<file path="src/rtl/bmon_pkg.sv">
package bmon_pkg;
  typedef enum logic [1:0] {
    EV_GRANT = 2'd0,
    EV_ACQ   = 2'd1,
    EV_OWN   = 2'd2,
    EV_OFF   = 2'd3
  } bmon_ev_e;
endpackage

</file>
<file path="src/rtl/bmon_edge.sv">
// Detects the first clock of a transaction won by the composite agent.
module bmon_edge (
  input  logic clk,
  input  logic rst_n,
  input  logic start_i,
  input  logic master_i,
  output logic new_txn_o
);
  logic start_q;

  always_ff @(posedge clk) begin
    if (!rst_n) start_q <= 1'b0;
    else        start_q <= start_i;
  end

  assign new_txn_o = start_i & ~start_q & master_i;
endmodule

</file>
<file path="src/rtl/bmon_evsel.sv">
// Turns the selected event into an increment amount for this clock.
module bmon_evsel
  import bmon_pkg::*;
#(
  parameter int NREQ  = 3,
  parameter int INC_W = $clog2(NREQ + 1)
) (
  input  bmon_ev_e         sel_i,
  input  logic [NREQ-1:0]  req_i,
  input  logic [NREQ-1:0]  gnt_i,
  input  logic             new_txn_i,
  input  logic             master_i,
  output logic [INC_W-1:0] inc_o
);
  logic             agent_req;
  logic [INC_W-1:0] gnt_sum;

  assign agent_req = |req_i;

  always_comb begin
    gnt_sum = '0;
    for (int k = 0; k < NREQ; k++) begin
      gnt_sum = gnt_sum + INC_W'(gnt_i[k]);
    end
  end

  always_comb begin
    unique case (sel_i)
      EV_GRANT: inc_o = new_txn_i ? gnt_sum : '0;
      EV_ACQ:   inc_o = INC_W'(agent_req & ~master_i);
      EV_OWN:   inc_o = INC_W'(master_i);
      default:  inc_o = '0;
    endcase
  end
endmodule

</file>
<file path="src/rtl/bmon_satcnt.sv">
// Saturating counter with sticky overflow and synchronous clear.
module bmon_satcnt #(
  parameter int CNT_W = 32,
  parameter int INC_W = 2
) (
  input  logic             clk,
  input  logic             rst_n,
  input  logic             clr_i,
  input  logic [INC_W-1:0] inc_i,
  output logic [CNT_W-1:0] cnt_o,
  output logic             ovf_o
);
  localparam logic [CNT_W:0] LIMIT = {1'b0, {CNT_W{1'b1}}};

  logic [CNT_W-1:0] cnt_q;
  logic             ovf_q;
  logic [CNT_W:0]   sum;

  assign sum = {1'b0, cnt_q} + (CNT_W + 1)'(inc_i);

  always_ff @(posedge clk) begin
    if (!rst_n || clr_i) begin
      cnt_q <= '0;
      ovf_q <= 1'b0;
    end else if (sum > LIMIT) begin
      cnt_q <= {CNT_W{1'b1}};
      ovf_q <= 1'b1;
    end else begin
      cnt_q <= sum[CNT_W-1:0];
    end
  end

  assign cnt_o = cnt_q;
  assign ovf_o = ovf_q;
endmodule

</file>
<file path="src/rtl/bmon_top.sv">
module bmon_top
  import bmon_pkg::*;
#(
  parameter int NREQ  = 3,
  parameter int CNT_W = 32
) (
  input  logic             clk,
  input  logic             rst_n,
  input  logic [NREQ-1:0]  req_i,
  input  logic [NREQ-1:0]  gnt_i,
  input  logic             start_i,
  input  logic             master_i,
  input  logic             cfg_we_i,
  input  logic [1:0]       cfg_sel_i,
  output logic [CNT_W-1:0] count_o,
  output logic             ovf_o
);
  localparam int INC_W = $clog2(NREQ + 1);

  bmon_ev_e         sel_q;
  logic             new_txn;
  logic [INC_W-1:0] inc;

  always_ff @(posedge clk) begin
    if (!rst_n)        sel_q <= EV_OFF;
    else if (cfg_we_i) sel_q <= bmon_ev_e'(cfg_sel_i);
  end

  bmon_edge u_edge (
    .clk       (clk),
    .rst_n     (rst_n),
    .start_i   (start_i),
    .master_i  (master_i),
    .new_txn_o (new_txn)
  );

  bmon_evsel #(.NREQ(NREQ), .INC_W(INC_W)) u_evsel (
    .sel_i     (sel_q),
    .req_i     (req_i),
    .gnt_i     (gnt_i),
    .new_txn_i (new_txn),
    .master_i  (master_i),
    .inc_o     (inc)
  );

  bmon_satcnt #(.CNT_W(CNT_W), .INC_W(INC_W)) u_cnt (
    .clk   (clk),
    .rst_n (rst_n),
    .clr_i (cfg_we_i),
    .inc_i (inc),
    .cnt_o (count_o),
    .ovf_o (ovf_o)
  );
endmodule

</file>
<file path="config.mk">
export PLATFORM = sky130hd
export DESIGN_NAME = bmon_top
export DESIGN_NICKNAME = d
export VERILOG_FILES = /design/src/rtl/bmon_pkg.sv /design/src/rtl/bmon_edge.sv /design/src/rtl/bmon_evsel.sv /design/src/rtl/bmon_satcnt.sv /design/src/rtl/bmon_top.sv
export SDC_FILE = /design/constraint.sdc
export NUM_CORES = 1
export LEC_CHECK = 0
export BUFFER_PORTS_ARGS = -buffer_cell sky130_fd_sc_hd__buf_2
export CORE_MARGIN = 2
export CORE_UTILIZATION = 47
export DETAILED_ROUTE_END_ITERATION = 10
export GPL_TIMING_DRIVEN = 0
export PLACE_DENSITY = 0.72
export RECOVER_POWER = 25
export SLEW_MARGIN = 30
export SYNTH_ARGS = -nofsm -noshare
export SYNTH_HDL_FRONTEND = slang
export SYNTH_SLANG_ARGS = --single-unit
</file>
<file path="constraint.sdc">
create_clock -name clk -period 4.1 [get_ports clk]
set_clock_uncertainty 0.2 [all_clocks]
set_input_delay 0.82 -clock clk [delete_from_list [all_inputs] [get_ports clk]]
set_output_delay 0.82 -clock clk [all_outputs]
set_load 0.05 [all_outputs]
</file>
==> impl_metrics.tcl <==
set metrics [dict create \
    clock_path_buffers 2 \
    cts_max_level 2 \
    cts_tree "done" \
    ant_nets 0 \
    synth_area_leaders "dfxtp_1 40%, a21oi_1 7.5%, xnor2_1 6.3%, nor2_1 4.0%, nand2_1 3.8%" \
    antenna_found_initial 0 \
    synth.most_common_cell "dfxtp_1" \
    die_h_um 65.8 \
    io_buffer_count 45 \
    grt_pass1_vias 1535 \
    worstPathArrival_ns 3.85 \
    rsz0062_at_grt "no" \
    gp_congestion 0.828 \
    cp_cell_sequence "buf_2, inv_1, fa_1, nor2_1, nor2_1, o22ai_1, ha_1, fa_1, nand4_1, or4_4, or3_1, clkbuf_1, buf_2, a21oi_1" \
    finalCriticalPeriod_ns 3.84 \
    synth.top_cells.by_count "36 x dfxtp_1, 27 x a21oi_1, 19 x nor2_1" \
    vias_per_cell 5.34 \
    grt_max_degree 11 \
    totalPowerFinal_mw 0.635 \
    worst-path-buf-inv 4 \
    die-width_um 65.8 \
    hpwl_um 2950 \
    insertedDiodeCount 0 \
    ios 46 \
    cts-root-buf "clkbuf_8" \
    initial_utilization 0.490 \
    cts.sinks 36 \
    holdWs_ns 0.252 \
    ir_drop_mv 0.168 \
    synth_top_area_cell "dfxtp_1" \
    layout.nets 283 \
    avgSynthCellArea_um2 8.38 \
    finalSetupTns_ns 0 \
    core-area_um2 3660 \
    crit_path_start_kind "input port" \
    worst_slack_ns 0.259 \
    ys_types 36 \
    routedWlPerCell_um 12.8 \
    dp_slack_ns -0.0398 \
    overflow 0 \
    synth_ff_type "dfxtp_1" \
    critical_path_depth 14 \
    ys_seq_area_frac 0.402 \
    rows 22 \
    setup_violations 0 \
    run_status "finished, final reports clean" \
    holdPathStages 2 \
    slew_viol_final 0 \
    post-cts-setup-buffer-count 0 \
    fin_crit_sh 0.937 \
    path_clk_slew_ns 0.07 \
    clk_latency_ns 0.29 \
    nFillCells 373 \
    grtUsageTotal 0.212 \
    die_area_um2 4330 \
    route.detailed.drc 0 \
    slowest_delay_ns 0.54 \
    ys_seq_elements 36 \
    path_max_fanout 10 \
    finalWirelength_um 4030 \
    end_kind "flip-flop" \
    synth-async-reset-ratio 0 \
    synth_top_area_frac 0.402 \
    ctsResizeCount 0 \
    syn_inst 214 \
    cts_buffers 5 \
    area_delta_synth_final_pct 19.8 \
    power.leakage_nw 0.791 \
    drive_gt1_frac 0.169 \
    tightest_slew_ns 0.595 \
    dr.pass1.iters 5 \
    yosysWarnings 0 \
    cp_top_family "simple AND/OR/NAND/NOR gates" \
    synth-edff-count 0 \
    num_vias 1683 \
    holdBufCountCts 0 \
    max_freq_ghz 0.260 \
    slew_headroom 0.600 \
    path_class "in2reg" \
    cp.required_ns 4.11 \
    final-hold-violation-count 0 \
    maxCapViolations 0 \
    reg2reg_depth 9 \
    powerDensity_nw_per_um2 296 \
    drt_iter0_drc 107 \
    grt_pass1_wl_um 7110 \
    syn_nets 231 \
    synth.cell_area_um2 1790 \
    hp-class "reg2reg" \
    slowest_stage "or4_4" \
]
per-layer routing:
layer	routed length (um)	global-route usage
met1	1950	0.292
met2	1770	0.318
met3	249	0.0562
met4	60	0.0729
met5	0	0
kinds of logic after synthesis:
group                      Yosys count  share of synthesized area
and+or+nand+nor                     97                      0.291
DFF                                 36                      0.402
AOI/OAI and AO/OA                   35                      0.108
xor gates and xnor gates            20                     0.0976
buffers and inverters               17                     0.0370
muxes                                5                     0.0279
adders and majority gates            4                     0.0363
worst min-delay path: stages (launching register included):
cell and delay, ns:
dfxtp_1 0.31, inv_1 0.05, a21oi_1 0.05
flip-flops by register name (all words and copies together), names as in the netlist:
| signal | flops |
|---|---|
| u_edge.start_q | 1 |
| u_cnt.cnt_o | 32 |
| sel_q | 2 |
| u_cnt.ovf_o | 1 |
through the flow:
step	util	instance area, um2	std cells
6_report	0.587	2150	315
4_1_cts	0.593	2170	315
2_1_floorplan	-	1790	214
3_3_place_gp	0.568	2080	307
5_1_grt	0.587	2150	315
3_5_place_dp	0.568	2080	307
worst paths after layout:
path	from	endpoint	slack, ns
setup / recovery	gnt_i[0]	u_cnt.cnt_o[1]	0.26
hold / removal	u_cnt.ovf_o	u_cnt.ovf_o	0.25
setup reg to reg	sel_q[0]	u_cnt.cnt_o[1]	0.89
hold reg to reg	u_cnt.ovf_o	u_cnt.ovf_o	0.25
report_power, final:
group	leakage (nW)	switching [mW]	internal, mW
combinational	0.455	0.0144	0.00981
clock	0.0455	0.121	0.137
sequential	0.291	0.00124	0.352
cells in the final DEF (no fill, tap or decap), types with 5 or more instances in the layout:
cell type | Yosys | final
and3_1 | 5 | 5
inv_1 | 9 | 9
nand2_1 | 18 | 18
xnor2_1 | 13 | 13
xor2_1 | 7 | 7
a21oi_1 | 27 | 27
nand4_1 | 10 | 10
clkbuf_1 | 6 | 24
clkbuf_8 | 0 | 6
dfxtp_1 | 36 | 36
buf_2 | 2 | 31
nor2_1 | 19 | 19
mux2i_1 | 5 | 5
nor3_1 | 11 | 11
nand3_1 | 9 | 9
cell type report:
type	instances	area (um2)	area share
inverter	9	33.8	0.0157
sequential	36	721	0.335
tap	48	60.1	0.0279
timing repair buffer	45	205	0.0955
clock buffer	8	90.1	0.0419
buffer	8	32.5	0.0151
multi-input combinational	161	1010	0.469
Power figures use the tool's default switching activity.
